**config.mk**
```make
export PLATFORM = sky130hd
export DESIGN_NAME = i2c_pad_override
export DESIGN_NICKNAME = d
export VERILOG_FILES = /design/src/rtl/i2c_pad_pkg.sv /design/src/rtl/i2c_pad_regs.sv /design/src/rtl/i2c_pad_sync.sv /design/src/rtl/i2c_pad_drive.sv /design/src/rtl/i2c_pad_override.sv
export SDC_FILE = /design/constraint.sdc
export NUM_CORES = 1
export LEC_CHECK = 0
export ABC_AREA = 1
export ABC_CLOCK_PERIOD_IN_PS = 800
export BUFFER_PORTS_ARGS = -buffer_cell sky130_fd_sc_hd__clkbuf_2
export CAP_MARGIN = 40
export CORE_AREA = 2 2 39 41
export CTS_BUF_LIST = sky130_fd_sc_hd__clkbuf_2
export DETAILED_ROUTE_END_ITERATION = 6
export DIE_AREA = 0 0 41 43
export GPL_TIMING_DRIVEN = 0
export PLACE_DENSITY = 0.59
export SYNTH_ARGS = -nofsm -noshare
export SYNTH_HDL_FRONTEND = slang
export SYNTH_HIERARCHICAL = 1
export SYNTH_SLANG_ARGS = --single-unit
```
**constraint.sdc**
```tcl
create_clock -name clk -period 0.8 [get_ports clk]
set_input_delay 0.24 -clock clk [delete_from_list [all_inputs] [get_ports clk]]
set_output_delay 0.24 -clock clk [all_outputs]
set_load 0.005 [all_outputs]
```
**src/rtl/i2c_pad_pkg.sv**
```systemverilog
// Shared definitions for the I2C pad override block.
// Assumes a two-bit register select; pin 0 is SCL and pin 1 is SDA.
package i2c_pad_pkg;

    localparam int ADDR_W      = 2;
    localparam int SYNC_STAGES = 2;
    localparam int PIN_SCL     = 0;
    localparam int PIN_SDA     = 1;

    typedef enum logic [ADDR_W-1:0] {
        PAD_REG_MODE = 2'd0,
        PAD_REG_DIR  = 2'd1,
        PAD_REG_SET  = 2'd2,
        PAD_REG_CLR  = 2'd3
    } pad_reg_e;

endpackage

```
**src/rtl/i2c_pad_regs.sv**
```systemverilog
// Holds the mode bit, per-pin direction bits and per-pin output latches.
// Assumes one write per cycle; set and clear never collide because they
// use separate addresses. Latches reset to 1 so the pads start released.
module i2c_pad_regs
    import i2c_pad_pkg::*;
#(
    parameter int NPINS = 2
) (
    input  logic                    clk,
    input  logic                    rst_n,
    input  logic                    wr_en,
    input  logic [ADDR_W-1:0]       wr_addr,
    input  logic [NPINS-1:0]        wr_data,
    output logic                    gpio_mode,
    output logic [NPINS-1:0]        dir_q,
    output logic [NPINS-1:0]        out_q
);

    pad_reg_e sel;
    assign sel = pad_reg_e'(wr_addr);

    // Register update: mode load, direction load, latch set and latch clear.
    always_ff @(posedge clk) begin
        if (!rst_n) begin
            gpio_mode <= 1'b0;
            dir_q     <= '0;
            out_q     <= '1;
        end else if (wr_en) begin
            unique case (sel)
                PAD_REG_MODE: gpio_mode <= wr_data[0];
                PAD_REG_DIR:  dir_q     <= wr_data;
                PAD_REG_SET:  out_q     <= out_q | wr_data;
                PAD_REG_CLR:  out_q     <= out_q & ~wr_data;
            endcase
        end
    end

endmodule

```
**src/rtl/i2c_pad_sync.sv**
```systemverilog
// Brings each asynchronous pad level into the clock domain.
// Assumes the bus idles high, so the chains reset to 1.
module i2c_pad_sync
    import i2c_pad_pkg::*;
#(
    parameter int NPINS = 2
) (
    input  logic             clk,
    input  logic             rst_n,
    input  logic [NPINS-1:0] pad_in,
    output logic [NPINS-1:0] level
);

    for (genvar p = 0; p < NPINS; p++) begin : g_pin
        logic [SYNC_STAGES-1:0] chain;

        // Shift the pad level through the synchroniser flops.
        always_ff @(posedge clk) begin
            if (!rst_n) chain <= '1;
            else        chain <= {chain[SYNC_STAGES-2:0], pad_in[p]};
        end

        assign level[p] = chain[SYNC_STAGES-1];
    end

endmodule

```
**src/rtl/i2c_pad_drive.sv**
```systemverilog
// Chooses, per pin, between the controller request and the pin registers.
// Assumes open-drain pads: the only action is a pull-down enable.
module i2c_pad_drive #(
    parameter int NPINS = 2
) (
    input  logic             gpio_mode,
    input  logic [NPINS-1:0] dir_q,
    input  logic [NPINS-1:0] out_q,
    input  logic [NPINS-1:0] ctl_low,
    output logic [NPINS-1:0] pad_low
);

    for (genvar p = 0; p < NPINS; p++) begin : g_pin
        logic gpio_low;
        // Pin mode pulls low only for an output with a cleared latch.
        assign gpio_low   = dir_q[p] & ~out_q[p];
        assign pad_low[p] = gpio_mode ? gpio_low : ctl_low[p];
    end

endmodule

```
**src/rtl/i2c_pad_override.sv**
```systemverilog
// Top of the I2C pad override: registers, pad mux and input synchronisers.
// Assumes writes come from a register decoder in the same clock domain.
module i2c_pad_override
    import i2c_pad_pkg::*;
#(
    parameter int NPINS = 2
) (
    input  logic               clk,
    input  logic               rst_n,
    input  logic               wr_en,
    input  logic [ADDR_W-1:0]  wr_addr,
    input  logic [NPINS-1:0]   wr_data,
    input  logic [NPINS-1:0]   ctl_low,
    input  logic [NPINS-1:0]   pad_in,
    output logic [NPINS-1:0]   pad_low,
    output logic [NPINS-1:0]   pin_level
);

    logic             gpio_mode;
    logic [NPINS-1:0] dir_q;
    logic [NPINS-1:0] out_q;

    i2c_pad_regs #(.NPINS(NPINS)) u_regs (
        .clk       (clk),
        .rst_n     (rst_n),
        .wr_en     (wr_en),
        .wr_addr   (wr_addr),
        .wr_data   (wr_data),
        .gpio_mode (gpio_mode),
        .dir_q     (dir_q),
        .out_q     (out_q)
    );

    i2c_pad_drive #(.NPINS(NPINS)) u_drive (
        .gpio_mode (gpio_mode),
        .dir_q     (dir_q),
        .out_q     (out_q),
        .ctl_low   (ctl_low),
        .pad_low   (pad_low)
    );

    i2c_pad_sync #(.NPINS(NPINS)) u_sync (
        .clk    (clk),
        .rst_n  (rst_n),
        .pad_in (pad_in),
        .level  (pin_level)
    );

endmodule

```
After elaboration in Yosys (flattened, before gate mapping) --
Cells that the tools add are included.
Cells by class: equal/unequal tests 3, multiplexer cells 3, bitwise logic cells 7, reduce and logical (&&, ||, !) cells 5
Operators with widths (number):
- $reduce_and 2->1 | 3
- $eq 2x2->1 const B | 2
- $pmux 2 s2 | 1
- $and 1x1->1 | 2
- $and 2x2->2 | 1
- $eq 2x1->1 const B | 1
- $logic_not 2->1 | 1
- $mux 1 | 2
- $not 1->1 | 2
- $not 2->2 | 1
- $or 2x2->2 | 1
- $reduce_bool 2->1 | 1
Word-level totals: register bits 9, word-level logic and storage cells 23

Longest topological paths before layout --
Gate-level depths: netlist of run 1.
depth in word-level cells 3, gate-level depth with buffers 5, depth with buffers taken out 5

Cells and area by module --
Netlist of run 1, hierarchy kept.
By module, submodules not included:
- i2c_pad_regs | instances 1, cells each 32, area an instance 220.2 um2, sequential area each 100.1 um2
- i2c_pad_sync | instances 1, cells each 14, area an instance 125.1 um2, sequential area each 80.1 um2
- i2c_pad_drive | instances 1, cells each 9, area an instance 36.3 um2, sequential area each 0.0 um2

Worst setup path after synthesis of run 1 --
OpenSTA, ideal clock, no wires.
path type register to output, start reg u_regs.gpio_mode, end out pad_low[0], arrival time 0.494 ns, slack 0.066 ns, cell stages (with the launch flop) 4, buffers on the path 0, cell sequence dfxtp_1 > inv_1 > nand2_1 > nand2_1
On the way: cells in the longest elaborated chain, start to end 1
Ends and longest elaborated chain:
- start, declared | line i2c_pad_regs.sv:14 | output logic gpio_mode,
- start signal, assigned | line i2c_pad_regs.sv:30 | PAD_REG_MODE: gpio_mode <= wr_data[0];
- $mux 1 | line i2c_pad_drive.sv:17 | assign pad_low[p] = gpio_mode ? gpio_low : ctl_low[p];
- end, declared | line i2c_pad_override.sv:15 | output logic [NPINS-1:0] pad_low,
Every way passes these cells.

Final worst setup path of run 1 --
Same ends and word-level chain as after synthesis.

==> out/metrics.csv, run 1 <==
metric;value;unit
ioPinCount;15;
leakagePower;0.292;nW
drt_iter0_markers;11;
numCtsBuffers;3;
cpPeakStageDelay;0.39;ns
synth_top_family_by_area;simple AND/OR/NAND/NOR gates;
postRouteWirelength;711;µm
synth_compound_area_share;1.31;%
cp_slowest_cell;dfxtp_4;
ir_drop;0.000595;V
power_density;1740;nW/µm²
highest-signal-layer;met3;
wl_per_cell;8.17;µm
setup_viol;4;
placed_cell_area;472;µm²
grt_pass1_vias;281;
syn-num-nets;66;
gr-usage-all-layers;9.91;%
overflow;0;
relSlewSlack;88.5;%
drtPass1Iterations;4;
final_nets;83;
syn2layout_area_growth;30.8;%
cts_hold_buf;0;
dr_wl_met2;325;µm
diodes;0;
fillerInstances;151;
cts_root_buf;clkbuf_2;
route.layer.met1.wl;349;µm
start_kind;flip-flop;
cts_max_level;1;
hold_violations;0;
drc_errors;0;
post-route-worst-setup-slack;-0.297;ns
die_area;1760;µm²
crit_path_cell_trace;inv_4, nand2_2, nand2_1, buf_2;
critPathArrivalTime;0.86;ns
cts_sinks;9;
period_needed;1.10;ns
wl_met3;36;µm
critPathKind;flip-flop to output pin;
die_width;41;µm
clock.fmax;911;MHz
setup_tns;-0.749;ns
total_power;0.870;mW
synth_xor_area_share;0;%
ys_ff_latch;9;
place_hpwl;545;µm
min_path_type;primary input to flip-flop;
initial_core_util;27.6;%
clk_pin_slew;0.09;ns
port_buffers;14;
grt_max_degree;10;
synthAdderAreaFrac;0;%
outcome;complete, but fails checks;
drv_slew;0;
grt_pass1_wl;1120;µm
synth.distinct_cells;9;
cap_violations;0;
yosysSeqAreaShare;47.2;%
tightestPinTransition;0.173;ns
dp.cells;85;
synthCells;55;
clkLatencyLatePin;0.22;ns
fin_cells;87;
vias;355;
synth.avg_cell_area;6.94;µm²
violations;setup timing;
final_util;36.1;%
netlist.area_leader.share;47.2;%
coreArea;1380;µm²
cts_buffer_depth;2;
synth_mux_area_share;0;%
crit_required;0.56;ns
netlist_top_cells_area;dfxtp_1 (47%), nand2_1 (15%), inv_1 (12%);
final_area;499;µm²
yosys.area_share.simple;35.7;%
synth_warnings;6;
fin_crit_sh;137;%
final_antenna_net_count;0;
antenna_found_initial;0;
worstSetupEndpointType;output pin;
skew;0.0000575;ns
drive_gt1_share;36.6;%
netlist_area;382;µm²
die_y;43;µm
vias_per_cell;4.08;
cts_tree;done;
rsz0062_at_grt;true;
path_max_fanout;4;
synth_top_cell_by_area;dfxtp_1;
core.rowCount;14;
gp_congestion;0.740;
## report_power, final
| group | leakage, nW | total [mW] | switching, mW | internal, mW |
|---|---|---|---|---|
| Combinational | 0.201 | 0.110 | 0.0606 | 0.0492 |
| Clock | 0.0166 | 0.278 | 0.145 | 0.133 |
| Sequential | 0.0746 | 0.483 | 0.0134 | 0.469 |
| Total | 0.292 | 0.870 | 0.219 | 0.651 |
## cell usage after synthesis (all sizes together)
cell   count
buf        2
dfxtp      9
nand3      8
nand4      2
inv       12
a21oi      1
nand2     15
nor2       6
## cell type report
type / count / area [µm²] / area share, %
tap: 16 / 20.0 / 4.01
timing repair buffer: 14 / 70.1 / 14.0
multi-input combinational: 32 / 156 / 31.3
sequential: 9 / 185 / 37.1
clock buffer: 4 / 20.0 / 4.01
inverter: 12 / 47.5 / 9.52
## worst paths after layout
path / from / end / slack [ns] / cells after the start
worst max-delay path: u_regs/gpio_mode$_SDFFE_PN0P_ / pad_low[0] / -0.30 / 4
worst min-delay path: pad_in[1] / u_sync/g_pin[1].chain[0]$_SDFF_PN1_ / 0.18 / 3
worst max register to register: u_regs/gpio_mode$_SDFFE_PN0P_ / u_regs/gpio_mode$_SDFFE_PN0P_ / 0.16 / 2
worst min register to register: u_sync/g_pin[1].chain[0]$_SDFF_PN1_ / u_sync/g_pin[1].chain[1]$_SDFF_PN1_ / 0.41 / 2
## per-stage QoR
step                hold WS (ns)  setup slack [ns]
floorplan                  0.309            0.0657
global placement           0.383           -0.0825
detailed placement         0.384           -0.0922
CTS                        0.171            -0.312
global route               0.167            -0.372
finish                     0.180            -0.297
## routing by layer
layer  vias to the layer above  track usage [%]
li1                        195                -
met1                       153             13.2
met2                         7             12.5
met3                         0             3.14
met4                         0             8.00
met5                         -                0
## placed cells by master (no fill, tap or decap), drive strengths merged
cell type / netlist / layout
a21oi: 1 / 1
buf: 2 / 1
clkbuf: 0 / 17
dfxtp: 9 / 9
inv: 12 / 12
nand2: 15 / 15
nand3: 8 / 8
nand4: 2 / 2
nor2: 6 / 6
## what timing repair did
action	CTS	global route
pin swaps	3	0
setup buffers	0	0
gates resized for setup	5	5
endpoints found under the setup margin	4	4
## cells by family (layout without fill, tap and decap cells)
logic type / after synthesis / in the layout
buf+inv: 14 / 30
flops: 9 / 9
compound gates: 1 / 1
simple gates: 31 / 31
## critical path, delay by kind of cell (launching register included)
kind | cells | cell delay (ns)
and+or+nand+nor | 2 | 0.08
DFF | 1 | 0.39
buffers and inverters | 2 | 0.15
No activity file was read; power rests on OpenSTA's default activity.
==> inputs of run 2 (changes only) <==
SETUP_SLACK_MARGIN = 0.1   (was not set)
==> out/metrics.csv, run 2 (same netlist as run 1, synthesis figures left out) <==
metric;value;unit;change
fin_crit_sh;134;%;-2.8 points
relSlewSlack;88.5;%;about the same
hold_violations;0;;unchanged
final_nets;85;;+2.4%
min_path_type;primary input to flip-flop;;
drtPass1Iterations;4;;unchanged
tightestPinTransition;0.173;ns;+0.0000168 ns
violations;setup timing;;
cts_sinks;9;;unchanged
skew;0.0000406;ns;-0.0000169 ns
outcome;complete, but fails checks;;
dp_slack;-0.0310;ns;+0.0613 ns
postRouteWirelength;659;µm;-7.3%
ioPinCount;15;;unchanged
crit_required;0.56;ns;about the same
power_density;1700;nW/µm²;-2.6%
grt_max_degree;10;;unchanged
final_cell_mix;clkbuf_2 (18), nand2_1 (15), inv_1 (11);;
numCtsBuffers;3;;unchanged
coreArea;1380;µm²;unchanged
die_y;43;µm;unchanged
initial_core_util;27.6;%;unchanged
cts_buffer_depth;2;;unchanged
rr_startpoint;u_regs/gpio_mode$_SDFFE_PN0P_;;
clk_pin_slew;0.08;ns;about the same
cts_max_level;1;;unchanged
rsz0062_at_grt;true;;
final_antenna_net_count;0;;unchanged
wl_per_cell;7.40;µm;-9.4%
cap_violations;0;;unchanged
critPathArrivalTime;0.83;ns;-0.03 ns
vias_per_cell;3.98;;-2.5%
path_max_fanout;4;;unchanged
syn2layout_area_growth;34.4;%;
min_to;u_sync/g_pin[1].chain[0]$_SDFF_PN1_;;
clkLatencyLatePin;0.23;ns;about the same
whs;0.179;ns;-0.00148 ns
total_power;0.871;mW;about the same
overflow;0;;unchanged
die_width;41;µm;unchanged
ir_drop;0.000677;V;+14%
drv_slew;0;;unchanged
leakagePower;0.303;nW;+3.8%
gr-usage-all-layers;9.18;%;-0.73 points
core.rowCount;14;;unchanged
hold_depth;3;;unchanged
clock.fmax;930;MHz;+2.1%
final_util;37.1;%;+0.99 points
start_kind;flip-flop;;
gp_congestion;0.684;;-7.6%
diodes;0;;unchanged
final_common_cell;clkbuf_2;;
drc_errors;0;;unchanged
period_needed;1.07;ns;-0.0226 ns
grt_pass1_wl;1080;µm;-3.6%
drt_iter0_markers;6;;-5
post-route-worst-setup-slack;-0.275;ns;+0.0226 ns
rrSetupSlack;-0.03;ns;-0.19 ns
antenna_found_initial;0;;unchanged
worstHoldStart;pad_in[1];;
die_area;1760;µm²;unchanged
critPathKind;flip-flop to output pin;;
drive_gt1_share;39.7;%;+3.1 points
placed_cell_area;473;µm²;+0.27%
place_hpwl;489;µm;-10%
grt_pass1_vias;264;;-6.0%
final_area;513;µm²;+2.8%
worst-r2r-cell-count;4;;+2
cts_root_buf;clkbuf_2;;
setup_viol;5;;+1
worstSetupEndpointType;output pin;;
rr_endpoint;u_regs/gpio_mode$_SDFFE_PN0P_;;
port_buffers;14;;unchanged
cts_tree;done;;
vias;354;;-0.28%
-- run 2: cell types whose count changed in the layout (fill, tap and decap cells not counted), moves of 2 or more --
cell / change
dfxtp_1: -3
dfxtp_2: +3
nand2_2: -2
nand2_1: +2
-- run 2: cell type report --
class	instances	area (µm²)
fill	159	871
sequential	9	189
timing repair buffer	16	88.8
multi-input combinational	32	150
inverter	12	45.0
tap	16	20.0
clock buffer	4	20.0
-- run 2: metrics by stage --
step	cells	TNS, ns
global route	89	-1.01
detailed placement	85	-0.0599
global placement	85	-0.0534
finish	89	-0.732
CTS	88	-0.788
floorplan	55	0
-- run 2: power by group --
part	internal [mW]	switching (mW)	total, mW
clock	0.133	0.140	0.273
sequential	0.470	0.0113	0.482
combinational	0.0552	0.0602	0.115
-- run 2: repair_timing --
item,in CTS,in global routing
pin swaps,1,1
setup endpoints to repair,4,5
resized for setup,1,8
endpoints found under the hold margin,0,0
hold buffers,0,0
setup buffers,1,1
-- run 2: worst max-delay path, stage by stage, from the launching register on --
cell      delay, ns
dfxtp_4        0.37
nand3_1        0.07
nand2_1        0.06
clkbuf_2       0.10
-- run 2: metal layers --
layer  global-route usage [%]  part of all wire, %  up-vias
met2                     10.3                   44       12
li1                         -                    -      201
met3                     1.57                  5.2        0
met5                        0                    0        -
met4                     8.00                    0        0
met1                     14.1                   50      141
-- run 2: how the worst max path moves through the flow --
| stage | startpoint | endpoint | slack, ns | cells past startpoint |
|---|---|---|---|---|
| floorplan | u_regs/gpio_mode$_SDFFE_PN0P_ | pad_low[0] | 0.1 | 3 |
| global placement | u_regs/gpio_mode$_SDFFE_PN0P_ | pad_low[1] | -0.03 | 3 |
| detailed placement | u_regs/gpio_mode$_SDFFE_PN0P_ | pad_low[1] | -0.03 | 3 |
| CTS | u_regs/gpio_mode$_SDFFE_PN0P_ | pad_low[1] | -0.29 | 3 |
| global route | u_regs/gpio_mode$_SDFFE_PN0P_ | pad_low[0] | -0.35 | 4 |
| finish | u_regs/gpio_mode$_SDFFE_PN0P_ | pad_low[0] | -0.27 | 3 |
